### config.mk
export PLATFORM = sky130hd
export DESIGN_NAME = exc_entry_unit
export DESIGN_NICKNAME = d
export VERILOG_FILES = /design/src/rtl/exc_entry_pkg.sv /design/src/rtl/exc_prio_arb.sv /design/src/rtl/exc_vec_gen.sv /design/src/rtl/exc_ctx_regs.sv /design/src/rtl/exc_entry_unit.sv
export SDC_FILE = /design/constraint.sdc
export NUM_CORES = 1
export LEC_CHECK = 0
export CAP_MARGIN = 20
export CORE_MARGIN = 4
export CORE_UTILIZATION = 68
export CTS_CLUSTER_SIZE = 14
export DETAILED_ROUTE_END_ITERATION = 6
export DONT_BUFFER_PORTS = 1
export HOLD_SLACK_MARGIN = 0.03
export MAX_ROUTING_LAYER = met4
export PLACE_DENSITY = 0.93
export SETUP_SLACK_MARGIN = 0.1
export SLEW_MARGIN = 10
export SYNTH_ARGS = -nofsm -noshare
export SYNTH_HDL_FRONTEND = slang
export SYNTH_SLANG_ARGS = --single-unit
### constraint.sdc
create_clock -name clk -period 4.7 [get_ports clk]
set_input_delay 1.175 -clock clk [delete_from_list [all_inputs] [get_ports clk]]
set_output_delay 1.175 -clock clk [all_outputs]
set_load 0.005 [all_outputs]
### src/rtl/exc_entry_pkg.sv
package exc_entry_pkg;
  localparam int unsigned N_EVT = 6;

  // index is the priority rank, 0 highest
  typedef enum logic [2:0] {
    EV_RESET = 3'd0,
    EV_SBI   = 3'd1,
    EV_AE    = 3'd2,
    EV_RIE   = 3'd3,
    EV_TRAP  = 3'd4,
    EV_EXT   = 3'd5,
    EV_NONE  = 3'd7
  } evt_kind_e;

  typedef enum logic [1:0] {
    RET_KEEP    = 2'd0,
    RET_CUR     = 2'd1,
    RET_NEXT    = 2'd2,
    RET_CUR_OFS = 2'd3
  } ret_sel_e;

  function automatic ret_sel_e ret_of(evt_kind_e k);
    case (k)
      EV_SBI, EV_EXT: return RET_NEXT;
      EV_AE, EV_RIE:  return RET_CUR;
      EV_TRAP:        return RET_CUR_OFS;
      default:        return RET_KEEP;
    endcase
  endfunction
endpackage

### src/rtl/exc_prio_arb.sv
module exc_prio_arb #(
  parameter int unsigned N = 6
) (
  input  logic [N-1:0] req,
  output logic [N-1:0] grant,
  output logic         any
);
  logic [N:0] blocked;
  assign blocked[0] = 1'b0;

  for (genvar g = 0; g < N; g++) begin : g_rank
    assign grant[g]     = req[g] & ~blocked[g];
    assign blocked[g+1] = blocked[g] | req[g];
  end

  assign any = blocked[N];
endmodule

### src/rtl/exc_vec_gen.sv
module exc_vec_gen
  import exc_entry_pkg::*;
#(
  parameter int unsigned       ADDR_W         = 32,
  parameter int unsigned       TRAP_W         = 4,
  parameter logic [ADDR_W-1:0] VEC_RESET      = 'h0000_0000,
  parameter logic [ADDR_W-1:0] VEC_RESET_BOOT = 'h8000_0000,
  parameter logic [ADDR_W-1:0] VEC_SBI        = 'h0000_0010,
  parameter logic [ADDR_W-1:0] VEC_RIE        = 'h0000_0020,
  parameter logic [ADDR_W-1:0] VEC_AE         = 'h0000_0030,
  parameter logic [ADDR_W-1:0] VEC_TRAP_BASE  = 'h0000_0040,
  parameter int unsigned       TRAP_STRIDE    = 4,
  parameter logic [ADDR_W-1:0] VEC_EXT        = 'h0000_0080,
  parameter logic [ADDR_W-1:0] VEC_EXT_FLASH  = 'h0080_4000
) (
  input  evt_kind_e         kind,
  input  logic [TRAP_W-1:0] trap_num,
  input  logic              boot_mode,
  input  logic              flash_ew_mode,
  output logic [ADDR_W-1:0] vec
);
  localparam int unsigned N_TRAP = 1 << TRAP_W;

  logic [ADDR_W-1:0] trap_tbl [N_TRAP];

  for (genvar g = 0; g < N_TRAP; g++) begin : g_trap
    assign trap_tbl[g] = VEC_TRAP_BASE + ADDR_W'(g * TRAP_STRIDE);
  end

  always_comb begin
    case (kind)
      EV_RESET: vec = boot_mode ? VEC_RESET_BOOT : VEC_RESET;
      EV_SBI:   vec = VEC_SBI;
      EV_AE:    vec = VEC_AE;
      EV_RIE:   vec = VEC_RIE;
      EV_TRAP:  vec = trap_tbl[trap_num];
      EV_EXT:   vec = flash_ew_mode ? VEC_EXT_FLASH : VEC_EXT;
      default:  vec = '0;
    endcase
  end
endmodule

### src/rtl/exc_ctx_regs.sv
module exc_ctx_regs
  import exc_entry_pkg::*;
#(
  parameter int unsigned ADDR_W       = 32,
  parameter int unsigned TRAP_RET_OFS = 4
) (
  input  logic              clk,
  input  logic              rst,
  input  logic              take,
  input  ret_sel_e          ret_sel,
  input  logic [ADDR_W-1:0] cur_pc,
  input  logic [ADDR_W-1:0] next_pc,
  input  logic              psw_wr,
  input  logic              psw_wr_ie,
  input  logic              psw_wr_sm,
  output logic [ADDR_W-1:0] bpc,
  output logic              ie,
  output logic              sm
);
  logic [ADDR_W-1:0] ret_addr;

  always_comb begin
    case (ret_sel)
      RET_CUR:     ret_addr = cur_pc;
      RET_NEXT:    ret_addr = next_pc;
      RET_CUR_OFS: ret_addr = cur_pc + ADDR_W'(TRAP_RET_OFS);
      default:     ret_addr = bpc;
    endcase
  end

  always_ff @(posedge clk) begin
    if (rst) begin
      bpc <= '0;
      ie  <= 1'b0;
      sm  <= 1'b0;
    end else if (take) begin
      bpc <= ret_addr;
      ie  <= 1'b0;
      sm  <= 1'b0;
    end else if (psw_wr) begin
      ie  <= psw_wr_ie;
      sm  <= psw_wr_sm;
    end
  end
endmodule

### src/rtl/exc_entry_unit.sv
module exc_entry_unit
  import exc_entry_pkg::*;
#(
  parameter int unsigned       ADDR_W         = 32,
  parameter int unsigned       TRAP_W         = 4,
  parameter logic [ADDR_W-1:0] VEC_RESET      = 'h0000_0000,
  parameter logic [ADDR_W-1:0] VEC_RESET_BOOT = 'h8000_0000,
  parameter logic [ADDR_W-1:0] VEC_SBI        = 'h0000_0010,
  parameter logic [ADDR_W-1:0] VEC_RIE        = 'h0000_0020,
  parameter logic [ADDR_W-1:0] VEC_AE         = 'h0000_0030,
  parameter logic [ADDR_W-1:0] VEC_TRAP_BASE  = 'h0000_0040,
  parameter int unsigned       TRAP_STRIDE    = 4,
  parameter logic [ADDR_W-1:0] VEC_EXT        = 'h0000_0080,
  parameter logic [ADDR_W-1:0] VEC_EXT_FLASH  = 'h0080_4000,
  parameter int unsigned       TRAP_RET_OFS   = 4
) (
  input  logic              clk,
  input  logic              rst,
  input  logic              req_reset,
  input  logic              req_sbi,
  input  logic              req_ae,
  input  logic              req_rie,
  input  logic              req_trap,
  input  logic [TRAP_W-1:0] trap_num,
  input  logic              req_ext,
  input  logic [ADDR_W-1:0] cur_pc,
  input  logic [ADDR_W-1:0] next_pc,
  input  logic              boot_mode,
  input  logic              flash_ew_mode,
  input  logic              psw_wr,
  input  logic              psw_wr_ie,
  input  logic              psw_wr_sm,
  output logic              redirect_valid,
  output logic [ADDR_W-1:0] redirect_addr,
  output logic [ADDR_W-1:0] bpc,
  output logic              ie,
  output logic              sm
);
  logic [N_EVT-1:0]  req_vec;
  logic [N_EVT-1:0]  grant;
  logic              take;
  evt_kind_e         kind;
  logic [ADDR_W-1:0] vec;

  assign req_vec = {req_ext & ie, req_trap, req_rie, req_ae, req_sbi, req_reset};

  exc_prio_arb #(.N(N_EVT)) u_arb (
    .req   (req_vec),
    .grant (grant),
    .any   (take)
  );

  always_comb begin
    kind = EV_NONE;
    for (int i = N_EVT - 1; i >= 0; i--) begin
      if (grant[i]) kind = evt_kind_e'(3'(i));
    end
  end

  exc_vec_gen #(
    .ADDR_W         (ADDR_W),
    .TRAP_W         (TRAP_W),
    .VEC_RESET      (VEC_RESET),
    .VEC_RESET_BOOT (VEC_RESET_BOOT),
    .VEC_SBI        (VEC_SBI),
    .VEC_RIE        (VEC_RIE),
    .VEC_AE         (VEC_AE),
    .VEC_TRAP_BASE  (VEC_TRAP_BASE),
    .TRAP_STRIDE    (TRAP_STRIDE),
    .VEC_EXT        (VEC_EXT),
    .VEC_EXT_FLASH  (VEC_EXT_FLASH)
  ) u_vec (
    .kind          (kind),
    .trap_num      (trap_num),
    .boot_mode     (boot_mode),
    .flash_ew_mode (flash_ew_mode),
    .vec           (vec)
  );

  exc_ctx_regs #(
    .ADDR_W       (ADDR_W),
    .TRAP_RET_OFS (TRAP_RET_OFS)
  ) u_ctx (
    .clk       (clk),
    .rst       (rst),
    .take      (take),
    .ret_sel   (ret_of(kind)),
    .cur_pc    (cur_pc),
    .next_pc   (next_pc),
    .psw_wr    (psw_wr),
    .psw_wr_ie (psw_wr_ie),
    .psw_wr_sm (psw_wr_sm),
    .bpc       (bpc),
    .ie        (ie),
    .sm        (sm)
  );

  always_ff @(posedge clk) begin
    if (rst) begin
      redirect_valid <= 1'b0;
      redirect_addr  <= '0;
    end else begin
      redirect_valid <= take;
      redirect_addr  <= take ? vec : '0;
    end
  end
endmodule

-- After elaboration in Yosys (flattened, before gate mapping)
Memory sizes are Yosys's and may differ from the RTL's.
Cells that the tools add are included.
- flip-flop bits (word level): 67
- output and inout port bits: 67
- bits of input ports: 81
- ROM bits: 512
- memories: 1
- word-level logic and storage cells: 54
- $add $sub $neg: 1
- bitwise operators: 18
- mux-type cells: 13
- equality and inequality tests: 8
- reductions and logical operators: 7
- magnitude comparators: 1
- memory list (memory ; depth ; width ; read ports ; clocked after memory_dff ; wr ports ; RTL line ; text):
    (name not given) ; 16 ; 32 ; 1 ; 0 ; 0 ; exc_vec_gen.sv:36 ; EV_TRAP: vec = trap_tbl[trap_num];
- operators with widths (kind ; number):
    32-bit case mux with 6 select lines ; 1
    32-bit two-way mux ; 3
    32-bit case mux with 3 select lines ; 1
    32-bit by 3-bit adder with 32-bit output (second input constant) ; 1
    24-bit two-way mux ; 1
    3-bit two-way mux ; 5
    2-bit OR reduction ; 4
    1-bit AND ; 6
    3-bit by 2-bit equality test with 1-bit output (second input constant) ; 2
    3-bit equality test (second input constant) ; 2
    1-bit inverter ; 6
    2-bit case mux with 3 select lines ; 1
    5-bit greater-or-equal comparator (second input constant) ; 1
    4-bit inverter with 5-bit output ; 1
    1-bit OR ; 5
    2-bit equality test (second input constant) ; 2
    3-bit by 1-bit equality test with 1-bit output (second input constant) ; 1
    3-bit zero test ; 1
    3-bit nonzero test ; 1
    2-bit by 1-bit equality test with 1-bit output (second input constant) ; 1
    2-bit two-way mux ; 1
    2-bit AND reduction ; 1

-- Depth between registers and ports, before layout
Gate-level depths: netlist (run 1).
- depth in word-level cells: 18
- mapped depth: 7
- depth with buffers taken out: 6

-- Modules after synthesis
From an unflattened synthesis (run 1), not the netlist that was laid out.
- cell total of the unflattened synthesis: 464
- area, all modules: 3718.6 um^2
- by module, submodules not included (module ; sequential area each (um^2) ; instances ; area each (um^2) ; cells each):
    exc_ctx_regs ; 680.7 ; 1 ; 2391.0 ; 338
    exc_entry_unit ; 660.6 ; 1 ; 988.4 ; 81
    exc_vec_gen ; 0.0 ; 1 ; 276.5 ; 36
    exc_prio_arb ; 0.0 ; 1 ; 62.6 ; 9

-- Least setup slack after synthesis (run 1)
OpenSTA, ideal clock, no wires.
- path kind: input port to flip-flop
- start: input port cur_pc[2]
- end: register u_ctx.bpc[18]
- cell stages on the path: 7
- path buffers: 1
- library setup time: 0.118 ns
- required time: 4.582 ns
- arrival: 2.669 ns
- slack: 1.913 ns
- cell sequence: ha_1 > nand3_4 > or4_4 > buf_6 > o31a_1 > nor3_1 > nor2_1
- word-level cells in the longest chain between the ends: 2
- RTL lines (what ; RTL line ; text):
    from (decl) ; exc_entry_unit.sv:26 ; input logic [ADDR_W-1:0] cur_pc,
    32-bit by 3-bit adder with 32-bit output ; exc_ctx_regs.sv:26 ; RET_CUR_OFS: ret_addr = cur_pc + ADDR_W'(TRAP_RET_OFS);
    32-bit case mux with 3 select lines ; exc_ctx_regs.sv:23 ; case (ret_sel)
    to (signal assigned) ; exc_ctx_regs.sv:37 ; bpc <= ret_addr;
    to (decl) ; exc_ctx_regs.sv:16 ; output logic [ADDR_W-1:0] bpc,
Every way passes these cells.
A chain may end at the register's enable or synchronous reset.

-- Worst setup path after layout (run 1)
- start: input port req_ae
- end: register u_ctx.bpc[7]
- word-level cells in the longest chain between the ends: 17
- elaborated cells between the ends (all ways): 31
- classes of those cells: 8 x eq/ne; 8 x mux; 11 x bitwise; 4 x reduce/logical
- RTL lines (what ; RTL line ; text):
    from (decl) ; exc_entry_unit.sv:21 ; input logic req_ae,
    1-bit OR (3 in a row) ; exc_prio_arb.sv:13 ; assign blocked[g+1] = blocked[g] | req[g];
    1-bit inverter ; exc_prio_arb.sv:12 ; assign grant[g] = req[g] & ~blocked[g];
    1-bit AND ; exc_prio_arb.sv:12 ;
    2-bit two-way mux ; exc_entry_unit.sv:56 ; if (grant[i]) kind = evt_kind_e'(3'(i));
    3-bit two-way mux (5 in a row) ; exc_entry_unit.sv:56 ;
    3-bit by 2-bit equality test with 1-bit output (tied with other cells) ; exc_entry_pkg.sv:23 ; case (k)
    2-bit OR reduction ; exc_entry_pkg.sv:23 ;
    2-bit case mux with 3 select lines ; exc_entry_pkg.sv:23 ;
    2-bit by 1-bit equality test with 1-bit output or 2-bit equality test (tied branches) ; exc_ctx_regs.sv:23 ;
    3-bit nonzero test (no line) ; - ;
    2-bit AND reduction (no line) ; - ;
Parallel ways exist; a longest one is shown, timed or not.

==> results of run 1 <==
## logic make-up after synthesis
logic type      synth area share
flops                      0.309
xor+xnor                  0.0220
buf+inv                    0.103
fa+ha+maj                0.00449
mux                      0.00718
compound gates             0.298
other cells              0.00135
simple gates               0.255
## how the worst max path moves through the flow
stage               startpoint             to  slack, ns  cells past startpoint
floorplan            cur_pc[2]  u_ctx.bpc[18]       1.91                      7
global placement        req_ae   u_ctx.bpc[7]       1.87                      5
detailed placement      req_ae   u_ctx.bpc[7]       1.68                      5
CTS                     req_ae   u_ctx.bpc[7]       1.97                      5
global route            req_ae   u_ctx.bpc[7]       1.78                      5
finish                  req_ae   u_ctx.bpc[7]       1.94                      5
## power breakdown
group	internal (mW)	switching (mW)	total, mW	leakage (nW)
clock	0.134	0.127	0.261	0.0515
combinational	0.0437	0.0657	0.109	0.601
sequential	0.388	0.0177	0.406	0.355
total	0.566	0.210	0.777	1.01
## cells in the mapped netlist, types with 3 or more instances
cell type / count
and3_1: 6
nand2_1: 22
a211oi_1: 3
buf_4: 24
a221oi_1: 12
o21ai_0: 37
and4_1: 5
nor3_1: 4
inv_1: 5
dfxtp_1: 43
nor2_1: 27
a21o_1: 5
a222oi_1: 4
o221ai_1: 4
buf_2: 4
o31a_1: 8
xor2_1: 5
nor4_1: 16
a21oi_1: 26
nand4_1: 6
a31oi_1: 8
and2_1: 6
or4_1: 3
clkbuf_1: 14
nand3_1: 11
## registers in the layout, indices dropped and copies added (netlist names)
signal and cells:
u_ctx.sm 1, u_ctx.ie 1, u_ctx.bpc 32, redirect_valid 1, redirect_addr 8
## stage by stage
step                      total power, mW  utilization  cells  hold slack [ns]  setup slack (ns)
after global routing                0.807        0.706    393            0.579              1.78
after CTS                           0.778        0.706    393            0.535              1.97
after global placement              0.518        0.681    385            0.513              1.87
after floorplan                     0.513            -    375            0.485              1.91
after detailed placement            0.522        0.681    385            0.524              1.68
final                               0.777        0.706    393            0.530              1.94
## metal layers
layer / global-route usage / part of all wire / routed length, um / vias up
met5: - / 0 / 0 / -
met4: 0.111 / 0.014 / 117 / 0
met3: 0.132 / 0.14 / 1120 / 17
met2: 0.513 / 0.49 / 4010 / 189
met1: 0.346 / 0.35 / 2880 / 1341
li1: - / - / - / 1289
## cell type report
type / instances / area share
multi-input combinational: 283 / 0.618
sequential: 43 / 0.307
inverter: 5 / 0.00669
tap: 50 / 0.0223
timing repair buffer: 4 / 0.0107
clock buffer: 8 / 0.0357
## worst reg2reg max path: cells and delay by family (launching register included)
family,cells,cell delay [ns]
compound gates,4,1.24
buf+inv,1,0.36
flops,1,0.43
==> key figures, run 1 <==
Outcome
  – Outcome: completed

Layout
  – ANT cells: 0
  – Fraction of layout cells with a size suffix above 1: 0.0787
  – Multi-input gate area in the final layout: 0.00173 mm^2
  – Fill cell instance count of the final layout: 330
  – Syn-to-layout area delta: 0.628%
  – Leading cell types in the layout, fill and taps excluded: dfxtp_1, o21ai_0, nor2_1
  – Reg area: 861 um^2
  – Cell area after layout: 0.00281 mm^2
  – Final net count: 424
  – Commonest non-fill, non-tap cell in the layout: dfxtp_1

Detailed routing
  – Total Routed Length: 8.12 mm
  – Routed vias: 2,836
  – Post-route DRC: 0
  – Per-cell via count in the routed design: 7.22
  – 1st-iter DRT viols: 334
  – Detailed-route wire length per cell: 20.7 um
  – 1st-pass router iterations: 5
  – Post-route ant nets: 0

STA
  – Post-route fraction of the period consumed by the critical path: 0.588
  – Count of final setup violators: 0
  – Minimum clock period after layout: 2.76 ns
  – TNS Setup: 0 ns
  – Worst-Margin Slew: 0.791 ns
  – Slew Limit Headroom: 0.472
  – Worst clock skew on the final layout: 0.00213 ns
  – Fin. max-slew vios: 0
  – Achievable frequency: 0.362 GHz
  – Hold violation count in the final report: 0
  – Setup repair after global routing missed its margin: false

Global route
  – Combined global-route utilization of all metal layers: 0.315
  – Initial antenna violation count: 0
  – Maximum number of pins on one net before global-route repair: 30
  – Wire length of the first global-routing pass: 12.6 mm
  – Via count of the first global-routing pass: 2,635
  – Aggregate global routing overflow: 0

Place
  – Final Wtd Congestion: 0.925
  – Estimated wirelength of the detail-placed design: 6.00 mm
  – Placed Area: 0.00271 mm^2
  – Buffers added on ports: 0

Clock tree
  – Post-cts resize count: 0
  – Setup bufs post-CTS: 0
  – Master cell of the clock root buffer: clkbuf_8
  – Total number of H-tree levels: 2
  – Clock insertion delay at the later pin of the skew report: 0.30 ns
  – Inserted Clock Buffers: 5
  – Total clock sinks: 43
  – Clock tree from TritonCTS: done
  – Clk buf depth: 2
  – CTS clk-pin slew, worst paths: 0.08 ns
  – Cts hold-fix bufs: 0

Pwr
  – Maximum vdd drop: 0.000151 V
  – Power density of the placed cells: 277 mW/mm^2
  – Static power due to leakage: 1.01 nW

Critical path
  – Startpoint kind of the worst setup timing path: input port
  – Number of cells on the worst reg-to-reg path: 5
  – CP delay by family, top: simple AND/OR/NAND/NOR gates
  – Worst-path maximum fanout: 15
  – End of the worst register-to-register path: u_ctx.bpc[24]
  – Worst Setup End Kind: flop
  – Worst stage delay on the critical path: 0.46 ns
  – Internal reg-to-reg setup slack: 2.54 ns
  – Signal arrival time at the worst endpoint: 2.97 ns
  – WP buf/inv: 0
  – Slowest-stage cell, CP: a31o_2
  – List of cells traversed by the critical path: nor3_1 > a31o_2 > and2_1 > a222oi_1 > nor4_1
  – Data required time of the worst path: 4.90 ns
  – Startpoint of the worst-slack reg-to-reg timing path: u_ctx.ie
  – Type of the worst setup path: input port to flop

Hold path
  – Hold path start: u_ctx.bpc[14]
  – Hold crit path type: flop to flop
  – Terminating pin of the worst hold path: u_ctx.bpc[14]
  – Count of cells along the worst hold path: 2

Yosys
  – Post-Syn Area per Cell: 7.90 um^2
  – Number of warnings printed during yosys synthesis: 0
  – Synthesized netlist cell count: 353
  – Post-Syn Area: 0.00279 mm^2
  – #FFs+latches synth: 43
  – Top cell type by total area after synthesis: dfxtp_1
  – Top flip-flop cell by instance count after synthesis: dfxtp_1
  – Proportion of register bits with asynchronous set or reset after synthesis: 0
  – Dominant cells by area after synthesis: dfxtp_1, o21ai_0, buf_4, a21oi_1, a221oi_1
  – Netlist cell types: 61
  – Fraction of synthesized cell area taken by the top area cell type: 0.309
  – EDFF count, synth: 0
  – Proportion of synthesized chip area in sequential cells: 0.309

Floorplanning
  – Number of placement rows: 23
  – Starting Density: 0.702
  – Die outline area: 0.00519 mm^2
  – Die width: 72.0 um
  – Core box area: 0.00397 mm^2
  – I/O pin total: 148
  – Die height: 72.0 um

Run
  – Number of maximum-capacitance violations: 0
Note: power is estimated with default switching activity, not from simulation.
==> inputs of run 2 (changes only) <==
Settings changed: CORE_UTILIZATION 68 to 57, PLACE_DENSITY 0.93 to 0.84.
Clock period 4.7 ns to 2.48 ns, I/O delays scaled along.
==> key figures, run 2 (synthesis results as in run 1) <==
Run
  – Number of maximum-capacitance violations: 0

Clock tree
  – Setup bufs post-CTS: 0
  – Post-cts resize count: 0
  – Clk buf depth: 2
  – Clock insertion delay at the later pin of the skew report: 0.30 ns
  – Master cell of the clock root buffer: clkbuf_8
  – Total clock sinks: 43
  – Cts hold-fix bufs: 0
  – Inserted Clock Buffers: 5
  – Total number of H-tree levels: 2
  – Clock tree from TritonCTS: done
  – CTS clk-pin slew, worst paths: 0.09 ns

STA
  – Worst-Margin Slew: 0.903 ns
  – Slew Limit Headroom: 0.391
  – Worst clock skew on the final layout: 0.00910 ns
  – Final setup slack of the worst path: 0.520 ns
  – Hold violation count in the final report: 0
  – Fin. max-slew vios: 0
  – Achievable frequency: 0.510 GHz
  – Post-route fraction of the period consumed by the critical path: 0.790
  – TNS Setup: 0 ns
  – Minimum clock period after layout: 1.96 ns
  – Setup repair after global routing missed its margin: false
  – Count of final setup violators: 0

Global route
  – Aggregate global routing overflow: 0
  – Via count of the first global-routing pass: 2,684
  – Met3 global-route usage: 0.0986
  – GRT busiest layer: met2
  – Met2 usage: 0.456
  – Maximum number of pins on one net before global-route repair: 26
  – Met1 global-route usage: 0.325
  – Initial antenna violation count: 0
  – Combined global-route utilization of all metal layers: 0.285
  – Wire length of the first global-routing pass: 13.4 mm

Layout
  – Commonest non-fill, non-tap cell in the layout: dfxtp_1
  – Largest register by flop count: u_ctx.bpc
  – Leading cell types in the layout, fill and taps excluded: dfxtp_1, o21ai_0, nor2_1
  – Number of flip-flops under the largest register name: 32
  – Largest registers: u_ctx.bpc (32), redirect_addr (8)
  – Post-Layout Cell Count: 420
  – Syn-to-layout area delta: 3.55%
  – Final net count: 434
  – ANT cells: 0
  – Fraction of layout cells with a size suffix above 1: 0.105

Pwr
  – Power density of the placed cells: 497 mW/mm^2
  – Share of total power in sequential cells: 0.538
  – Maximum vdd drop: 0.000232 V
  – Fraction of power spent switching nets: 0.287
  – Comb pwr share: 0.152
  – Sw Pwr: 412 uW
  – Internal cell power: 1.02 mW
  – Clock power frac: 0.311
  – Static power due to leakage: 1.04 nW
  – PnR Total Power: 1.43 mW

Floorplanning
  – Starting Density: 0.590
  – Number of placement rows: 25
  – Die width: 77.9 um
  – Die outline area: 0.00607 mm^2
  – I/O pin total: 148
  – Core box area: 0.00472 mm^2
  – Die height: 77.9 um

Critical path
  – Data required time of the worst path: 2.68 ns
  – Worst-path maximum fanout: 8
  – Startpoint kind of the worst setup timing path: input port
  – List of cells traversed by the critical path: ha_1 > nand3_4 > or4_4 > o31a_1 > nor3_1 > nor2_1
  – CP delay by family, top: simple AND/OR/NAND/NOR gates
  – Slowest-stage cell, CP: or4_4
  – Signal arrival time at the worst endpoint: 2.16 ns
  – Type of the worst setup path: input port to flop
  – WP buf/inv: 0
  – Worst stage delay on the critical path: 0.63 ns
  – Worst Setup End Kind: flop

Outcome
  – Outcome: completed

Detailed routing
  – Detailed-route wire length per cell: 20.3 um
  – 1st-iter DRT viols: 232
  – Post-route DRC: 0
  – Per-cell via count in the routed design: 6.82
  – 1st-pass router iterations: 5
  – Total Routed Length: 8.53 mm
  – Routed vias: 2,863
  – Post-route ant nets: 0

Place
  – Post-place setup slack: 0.197 ns
  – Final Wtd Congestion: 0.942
  – Buffers added on ports: 0
  – Dpl cells: 412
  – Estimated wirelength of the detail-placed design: 6.44 mm

Hold path
  – Hold crit path type: input port to flop
==> run 2: metal layers <==
layer	part of all wire	wire length (um)	vias up
met4	0.026	223	0
met1	0.37	3160	1344
met3	0.12	1020	26
li1	-	-	1306
met5	0	0	-
met2	0.48	4130	187
==> run 2: layout make-up <==
cell class                      count  area, um^2
Fill cell                         432        1840
Multi-Input combinational cell    283        1730
Sequential cell                    43         861
Timing Repair Buffer               14         105
Tap cell                           67        83.8
Clock buffer                        6        72.6
Inverter                            5        18.8
Clock inverter                      2        12.5
==> run 2: worst paths after layout <==
path | from | to | cells after the start | slack (ns)
min reg2reg | u_ctx.bpc[14] | u_ctx.bpc[14] | 2 | 0.53
max reg2reg | u_ctx.ie | u_ctx.bpc[7] | 5 | 0.58
min | rst | u_ctx.bpc[20] | 1 | 0.38
max | cur_pc[2] | u_ctx.bpc[18] | 6 | 0.52
==> run 2: power by group through the flow <==
stage / Sequential, mW / Combinational (mW) / Clock [mW]
2_1_floorplan: 0.776 / 0.197 / 0
3_3_place_gp: 0.788 / 0.206 / 0
3_5_place_dp: 0.788 / 0.213 / 0
4_1_cts: 0.772 / 0.214 / 0.449
5_1_grt: 0.777 / 0.247 / 0.475
6_report: 0.771 / 0.217 / 0.446
==> run 2: metrics by stage <==
stage | hold slack (ns) | util | cell area [um^2]
2_1_floorplan | 0.485 | - | 2870
3_3_place_gp | 0.516 | 0.593 | 2800
3_5_place_dp | 0.521 | 0.593 | 2800
4_1_cts | 0.371 | 0.611 | 2890
5_1_grt | 0.367 | 0.611 | 2890
6_report | 0.380 | 0.611 | 2890
